$ cat config.mk
export PLATFORM = sky130hd
export DESIGN_NAME = pgmap_top
export DESIGN_NICKNAME = d
export VERILOG_FILES = /design/src/rtl/pgmap_pkg.sv /design/src/rtl/pgmap_ctrl.sv /design/src/rtl/pgmap_dp.sv /design/src/rtl/pgmap_top.sv
export SDC_FILE = /design/constraint.sdc
export NUM_CORES = 2
export LEC_CHECK = 0
export BUFFER_PORTS_ARGS = -buffer_cell sky130_fd_sc_hd__buf_2
export CAP_MARGIN = 0
export CORE_ASPECT_RATIO = 2
export CORE_UTILIZATION = 60
export DETAILED_ROUTE_END_ITERATION = 16
export GPL_TIMING_DRIVEN = 0
export HOLD_SLACK_MARGIN = 0.02
export PLACE_DENSITY = 0.76
export SLEW_MARGIN = 40
export SYNTH_ARGS = -nofsm -noshare
export SYNTH_HDL_FRONTEND = slang
export SYNTH_HIERARCHICAL = 1
export SYNTH_SLANG_ARGS = --single-unit
$ cat constraint.sdc
create_clock -name clk -period 5.05 [get_ports clk]
set_input_delay 0.505 -clock clk [delete_from_list [all_inputs] [get_ports clk]]
set_output_delay 0.505 -clock clk [all_outputs]
set_load 0.02 [all_outputs]
$ cat src/rtl/pgmap_pkg.sv
package pgmap_pkg;

  // Strobes from the hold-gated control to the map datapath
  typedef struct packed {
    logic ldIdx;    // load table pointer
    logic wrEntry;  // write entry at pointer
    logic bumpIdx;  // advance pointer after a write
    logic ldCtx;    // load context register
  } hostStrb_t;

endpackage

$ cat src/rtl/pgmap_ctrl.sv
module pgmap_ctrl
  import pgmap_pkg::*;
(
  input  logic      hostHold,
  input  logic      hostIdxWe,
  input  logic      hostDataWe,
  input  logic      hostCtxWe,
  input  logic      cpuMreqN,
  output hostStrb_t strb,
  output logic      memEn,
  output logic      cpuWaitN
);

  // Host strobes only count while the CPU is held off
  always_comb begin
    strb.ldIdx   = hostHold & hostIdxWe;
    strb.wrEntry = hostHold & hostDataWe;
    // a pointer load in the same cycle takes precedence over the advance
    strb.bumpIdx = hostHold & hostDataWe & ~hostIdxWe;
    strb.ldCtx   = hostHold & hostCtxWe;
  end

  // CPU side: stall while held, no memory cycle while held
  assign cpuWaitN = ~hostHold;
  assign memEn    = ~cpuMreqN & ~hostHold;

endmodule

$ cat src/rtl/pgmap_dp.sv
module pgmap_dp
  import pgmap_pkg::*;
#(
  parameter int CTX_W  = 3,
  parameter int SLOT_W = 5,
  parameter int OFS_W  = 11,
  parameter int BLK_W  = 8
) (
  input  logic                    clk,
  input  logic                    rstN,
  input  hostStrb_t               strb,
  input  logic [BLK_W-1:0]        hostDin,
  input  logic [SLOT_W+OFS_W-1:0] cpuAddr,
  output logic [BLK_W+OFS_W-1:0]  physAddr,
  output logic [BLK_W-1:0]        hostDout
);

  localparam int IDX_W = CTX_W + SLOT_W;
  localparam int DEPTH = 1 << IDX_W;
  localparam int SLOTS = 1 << SLOT_W;
  localparam int LA_W  = SLOT_W + OFS_W;

  // The pointer and the context are loaded from hostDin, so it must be wide enough
  initial begin
    if (IDX_W > BLK_W) $error("pointer wider than host data");
  end

  logic [BLK_W-1:0] mapMem [DEPTH];
  logic [IDX_W-1:0] idxQ;
  logic [CTX_W-1:0] ctxQ;
  logic [IDX_W-1:0] lookIdx;

  // Map entries: identity per context after reset
  for (genvar g = 0; g < DEPTH; g++) begin : gEntry
    always_ff @(posedge clk or negedge rstN) begin
      if (!rstN)
        mapMem[g] <= BLK_W'(g % SLOTS);
      else if (strb.wrEntry && idxQ == IDX_W'(g))
        mapMem[g] <= hostDin;
    end
  end

  always_ff @(posedge clk or negedge rstN) begin
    if (!rstN) begin
      idxQ <= '0;
      ctxQ <= '0;
    end else begin
      if (strb.ldIdx)        idxQ <= hostDin[IDX_W-1:0];
      else if (strb.bumpIdx) idxQ <= idxQ + 1'b1;
      if (strb.ldCtx)        ctxQ <= hostDin[CTX_W-1:0];
    end
  end

  // Combinational translation and readback
  assign lookIdx  = {ctxQ, cpuAddr[LA_W-1:OFS_W]};
  assign physAddr = {mapMem[lookIdx], cpuAddr[OFS_W-1:0]};
  assign hostDout = mapMem[idxQ];

  AST_IDX_STEP: assert property (@(posedge clk) disable iff (!rstN)
    (strb.wrEntry && !strb.ldIdx) |=> idxQ == IDX_W'($past(idxQ) + 1'b1));

  AST_ENTRY_STORED: assert property (@(posedge clk) disable iff (!rstN)
    strb.wrEntry |=> mapMem[$past(idxQ)] == $past(hostDin));

  AST_IDX_LOAD_WINS: assert property (@(posedge clk) disable iff (!rstN)
    strb.ldIdx |=> idxQ == $past(hostDin[IDX_W-1:0]));

  AST_CTX_HELD: assert property (@(posedge clk) disable iff (!rstN)
    !strb.ldCtx |=> $stable(ctxQ));

endmodule

$ cat src/rtl/pgmap_top.sv
module pgmap_top
  import pgmap_pkg::*;
#(
  parameter int CTX_W  = 3,
  parameter int SLOT_W = 5,
  parameter int OFS_W  = 11,
  parameter int BLK_W  = 8
) (
  input  logic                    clk,
  input  logic                    rstN,
  input  logic [SLOT_W+OFS_W-1:0] cpuAddr,
  input  logic                    cpuMreqN,
  output logic                    cpuWaitN,
  output logic                    memEn,
  output logic [BLK_W+OFS_W-1:0]  physAddr,
  input  logic                    hostHold,
  input  logic                    hostIdxWe,
  input  logic                    hostDataWe,
  input  logic                    hostCtxWe,
  input  logic [BLK_W-1:0]        hostDin,
  output logic [BLK_W-1:0]        hostDout
);

  hostStrb_t strb;

  pgmap_ctrl uCtrl (
    .hostHold   (hostHold),
    .hostIdxWe  (hostIdxWe),
    .hostDataWe (hostDataWe),
    .hostCtxWe  (hostCtxWe),
    .cpuMreqN   (cpuMreqN),
    .strb       (strb),
    .memEn      (memEn),
    .cpuWaitN   (cpuWaitN)
  );

  pgmap_dp #(
    .CTX_W  (CTX_W),
    .SLOT_W (SLOT_W),
    .OFS_W  (OFS_W),
    .BLK_W  (BLK_W)
  ) uDp (
    .clk      (clk),
    .rstN     (rstN),
    .strb     (strb),
    .hostDin  (hostDin),
    .cpuAddr  (cpuAddr),
    .physAddr (physAddr),
    .hostDout (hostDout)
  );

  AST_MAP_FROZEN_RUN: assert property (@(posedge clk) disable iff (!rstN)
    !hostHold |=> $stable(hostDout));

  AST_NO_MEM_IN_HOLD: assert property (@(posedge clk) disable iff (!rstN)
    (hostHold && !cpuWaitN) |-> !memEn);

endmodule

==> results.py, run 1 <==
metrics = {
    "floorplan": {
        "pin_count": 60,
        "dieWidth_microns": 306.3,
        "start_util_pct": 60.36,
        "rows": 223,
        "die_y_microns": 610.7,
    },
    "status": {
        "status": "aborted with a tool error",
        "error": "[ERROR GRT-0116] Global routing finished with congestion. Check the congestion regions in the DRC Viewer.",
        "failed_stage": "5_1_grt",
    },
    "synthesis": {
        "syn_area_sq_um": 111100,
        "synth_commonest_cells": "mux2_2, dfrtp_1, mux4_2, dfstp_2, clkbuf_1",
        "synth-seq-cells": 2059,
        "synth_top_area_cell": "dfrtp_1",
        "async_flop_share_pct": 100.0,
        "synth_edf_count": 0,
        "avgSynthCellArea_sq_um": 15.23,
        "synth_fp_nets": 7334,
        "netlist.area_leader.share_pct": 31.95,
        "ys.warnings.count": 6,
        "ys_seq_area_share_pct": 47.08,
        "synth.distinct_cells": 72,
        "synth_ff_type": "dfrtp_1",
        "yosys-top-cells-area": "dfrtp_1, mux2_2, mux4_2",
        "yosysMostFrequentCell": "mux2_2",
        "netlist_instances": 7299,
    },
    "clock_tree": {
        "htreeDepth": 4,
        "cts_made_buffers": 193,
        "cts-root-buf": "clkbuf_16",
        "numClockSinks": 2059,
        "clock_path_buffers": 4,
    },
    "grt": {
        "grt_pass1_wl_mm": 1153,
        "grt_max_degree": 111,
        "track_usage_pct": 88.79,
        "grt_overflow": 6853,
        "grt_pass1_vias": 110000,
    },
    "placement": {
        "hpwl_mm": 514.3,
        "post_dp_cell_area_sq_um": 119100,
        "gp_congestion": 1.373,
        "portBuffers": 37,
    },
}
==> through the flow <==
stage          setup WS, ps  TNS [ps]  cells
2_1_floorplan          1656         0   7299
3_3_place_gp         -41090         -   9698
3_5_place_dp          -2188  -1250480   9838
4_1_cts              -210.1     -1261  10300
==> routing by layer <==
| metal | GRT overflow | global-route usage, % |
|---|---|---|
| met5 | 16 | 52.60 |
| met4 | 2123 | 92.57 |
| met3 | 137 | 73.70 |
| met2 | 4453 | 104.9 |
| met1 | 124 | 86.14 |
==> kinds of logic after synthesis <==
family	share of synthesized area (%)
AOI/OAI and AO/OA	3.342
xor gates and xnor gates	0.05516
adders and majority gates	0.04503
buffers and inverters	2.812
DFF	47.08
muxes	43.84
and+or+nand+nor	2.833
==> what timing repair did <==
action,CTS
endpoints found under the setup margin,1375
pin swaps,22
endpoints found under the hold margin,229
buffers inserted,108
hold buffers,1
resized for setup,530
==> inputs of run 2 (changes only) <==
--- a/config.mk
+++ b/config.mk
@@ -7,12 +7,10 @@
 export LEC_CHECK = 0
 export BUFFER_PORTS_ARGS = -buffer_cell sky130_fd_sc_hd__buf_2
 export CAP_MARGIN = 0
-export CORE_ASPECT_RATIO = 2
-export CORE_UTILIZATION = 60
+export CORE_UTILIZATION = 40
 export DETAILED_ROUTE_END_ITERATION = 16
 export GPL_TIMING_DRIVEN = 0
-export HOLD_SLACK_MARGIN = 0.02
-export PLACE_DENSITY = 0.76
+export PLACE_DENSITY_LB_ADDON = 0.15
 export SLEW_MARGIN = 40
 export SYNTH_ARGS = -nofsm -noshare
 export SYNTH_HDL_FRONTEND = slang
==> results.py, run 2 <==
metrics = {
    "status": {
        "status": "complete, but fails checks",
        "violations": "setup timing",
    },
    "clock_tree": {
        "cts_made_buffers": 243,
        "numClockSinks": 2059,
        "worstSkewPairLatency_ps": 980,
        "clk_pin_slew_worst_paths_ps": 60,
        "htreeDepth": 4,
        "cts_tree": "built",
        "clock_path_buffers": 4,
        "cts-root-buf": "clkbuf_16",
    },
    "power": {
        "power.internal_mw": 34.78,
        "switchingPower_mw": 19.21,
        "power_frac_clock_pct": 36.2,
        "pwr-share-seq_pct": 34.7,
        "p_leak_nw": 58.54,
        "power_switching_share_pct": 35.57,
        "power_density_nw_per_um2": 392.6,
        "p_comb_share_pct": 29.1,
        "vdd_drop_max_mv": 0.3103,
    },
    "cells_and_area": {
        "largest_register": "uDp/mapMem",
        "fin_nets": 8067,
        "seqCellArea_sq_um": 52330,
        "layout_commonest_cell": "mux2_2",
        "syn_to_final_growth_pct": 23.70,
        "multi_input_area_sq_um": 58090,
        "largest_register_ffs": 2048,
        "fillers": 23560,
        "drive_gt1_share_pct": 67.47,
        "fin_cells": 12120,
        "layout_common_cells": "mux2_2, dfrtp_1, mux4_2",
        "top_regs": "uDp/mapMem (2048), uDp/idxQ (8), uDp/ctxQ (3)",
    },
    "sta": {
        "finClkSkew_ps": 51.50,
        "fin_crit_ps": 5663,
        "fmax_ghz": 0.1766,
        "tightest_slew_ps": 1061,
        "setup_violations": 643,
        "period_share_pct": 112.1,
        "hold_violations": 0,
        "setup_tns_ps": -90350,
        "final_max_slew_viol_count": 0,
        "worst_slew_margin_rel_pct": 29.27,
        "rsz0062_at_grt": "true",
        "fin_ws_ps": -612.9,
    },
    "setup_path": {
        "critPathSlowestCell": "dfrtp_2",
        "cpMostUsedCell": "buf_12",
        "crit_type": "register to output pin",
        "arrival_ps": 5160,
        "path_cells": "buf_12 > buf_12 > buf_12 > buf_12 > buf_8 > mux4_2 > o2111ai_2 > nand3_1 > a2111oi_4 > buf_4 > nand4_1 > buf_6",
        "max_stage_delay_ps": 420,
        "path_buf_inv": 7,
        "critPathTopFamily": "buffers and inverters",
        "reg2reg_from": "uDp/idxQ[0]",
        "r2r_slack_ps": -360,
        "rr_endpoint": "uDp/mapMem[350]",
        "cp_max_fo": 11,
        "required_ps": 4550,
        "end_kind": "output pin",
        "worst-r2r-cell-count": 16,
        "startpoint_type": "register",
    },
    "placement": {
        "portBuffers": 37,
        "hpwl_mm": 562.0,
        "place_inst": 11230,
        "gp_congestion": 1.115,
    },
    "grt": {
        "grt_pass1_wl_mm": 950.5,
        "grt_overflow": 0,
        "grt_max_degree": 105,
        "track_usage_pct": 54.20,
        "grt_pass1_vias": 83590,
        "antenna_found_initial": 144,
    },
    "synthesis": {
        "synth_ff_type": "dfrtp_1",
        "synth_top_area_cell": "dfrtp_1",
        "yosys-top-cells-area": "dfrtp_1, mux2_2, mux4_2",
        "synth_commonest_cells": "mux2_2, dfrtp_1, mux4_2, dfstp_2, clkbuf_1",
        "avgSynthCellArea_sq_um": 15.23,
        "ys_seq_area_share_pct": 47.08,
        "synth.distinct_cells": 72,
        "async_flop_share_pct": 100.0,
        "netlist.area_leader.share_pct": 31.95,
        "syn_area_sq_um": 111100,
        "synth-seq-cells": 2059,
        "ys.warnings.count": 6,
        "yosysMostFrequentCell": "mux2_2",
        "netlist_instances": 7299,
        "synth_fp_nets": 7334,
        "synth_edf_count": 0,
    },
    "floorplan": {
        "dieWidth_microns": 529.1,
        "die-area_sq_um": 280000,
        "start_util_pct": 40.20,
        "pin_count": 60,
        "rows": 193,
        "core_area_sq_um": 276500,
        "die_y_microns": 529.1,
    },
    "run": {
        "maxCapViolations": 0,
    },
    "routing": {
        "drc": 0,
        "first_iter_violations": 14570,
        "wl_per_cell_microns": 63.10,
        "antenna_left": 0,
        "routed_via_density": 7.565,
        "firstDrtPassIters": 7,
        "vias": 91680,
        "wirelength_mm": 764.6,
    },
    "worst_hold_path": {
        "worstHoldPathType": "primary input to async pin",
    },
}
run 2: worst max path at each step:
stage | from | to | slack (ps) | cells after the start
global placement | rstN | uDp/mapMem[652] | -43880 | 1
global route | uDp/idxQ[1] | hostDout[0] | -290 | 12
detailed placement | uDp/idxQ[1] | hostDout[0] | -2400 | 13
finish | uDp/idxQ[1] | hostDout[0] | -610 | 12
floorplan | cpuAddr[11] | physAddr[17] | 1660 | 11
CTS | uDp/idxQ[0] | hostDout[0] | -440 | 11
run 2: cells by family after synthesis:
| family | count (synthesis) | synth area share [%] |
|---|---|---|
| simple gates | 682 | 2.833 |
| xor+xnor | 7 | 0.05516 |
| fa+ha+maj | 4 | 0.04503 |
| buf+inv | 676 | 2.812 |
| flops | 2059 | 47.08 |
| compound gates | 518 | 3.342 |
| mux | 3353 | 43.84 |
run 2: what timing repair did:
| item | 4_1_cts | 5_1_grt |
|---|---|---|
| setup endpoints to repair | 1532 | 16 |
| hold buffers | 1 | 0 |
| buffers inserted | 199 | 63 |
| gates resized for setup | 660 | 116 |
| cloned | 2 | 1 |
| pin swaps | 38 | 59 |
| hold endpoints to repair | 219 | 0 |
run 2: final cells by class:
class | instances | share of cell area [%]
Multi-Input combinational cell | 4564 | 42.25
Sequential cell | 2059 | 38.06
Timing Repair Buffer | 495 | 5.482
Buffer | 658 | 4.225
Antenna cell | 166 | 0.3021
Inverter | 11 | 0.03549
Clock inverter | 86 | 0.9810
Clock buffer | 374 | 5.294
Tap cell | 3705 | 3.372
run 2: metrics by stage:
| stage | power [mW] | setup slack [ps] | cell area [sq um] | hold slack [ps] | util, % |
|---|---|---|---|---|---|
| 2_1_floorplan | 23.47 | 1656 | 111100 | 209.4 | - |
| 3_3_place_gp | 30.35 | -43880 | 116000 | 500.1 | 41.94 |
| 3_5_place_dp | 31.33 | -2402 | 122100 | 374.4 | 44.17 |
| 4_1_cts | 52.43 | -439.8 | 135900 | 11.55 | 49.15 |
| 5_1_grt | 54.00 | -294.5 | 137200 | 59.16 | 49.60 |
| 6_report | 53.99 | -612.9 | 137500 | 20.94 | 49.73 |
run 2: per-layer routing:
metal / track usage, % / wire length (microns) / vias up
met5: 3.619 / 775 / -
met3: 28.38 / 113000 / 2866
li1: - / - / 30330
met1: 61.61 / 259400 / 49260
met4: 53.27 / 90230 / 32
met2: 70.90 / 301200 / 9195
run 2: power groups by stage:
| stage | logic, mW | registers (mW) | clock network, mW |
|---|---|---|---|
| after floorplan | 4.91 | 18.6 | 0 |
| after global routing | 15.0 | 18.8 | 20.2 |
| after detailed placement | 12.4 | 18.9 | 0 |
| after CTS | 14.3 | 18.6 | 19.5 |
| after global placement | 11.5 | 18.8 | 0 |
| final | 15.7 | 18.7 | 19.5 |
Note: power is estimated with default switching activity, not from simulation.
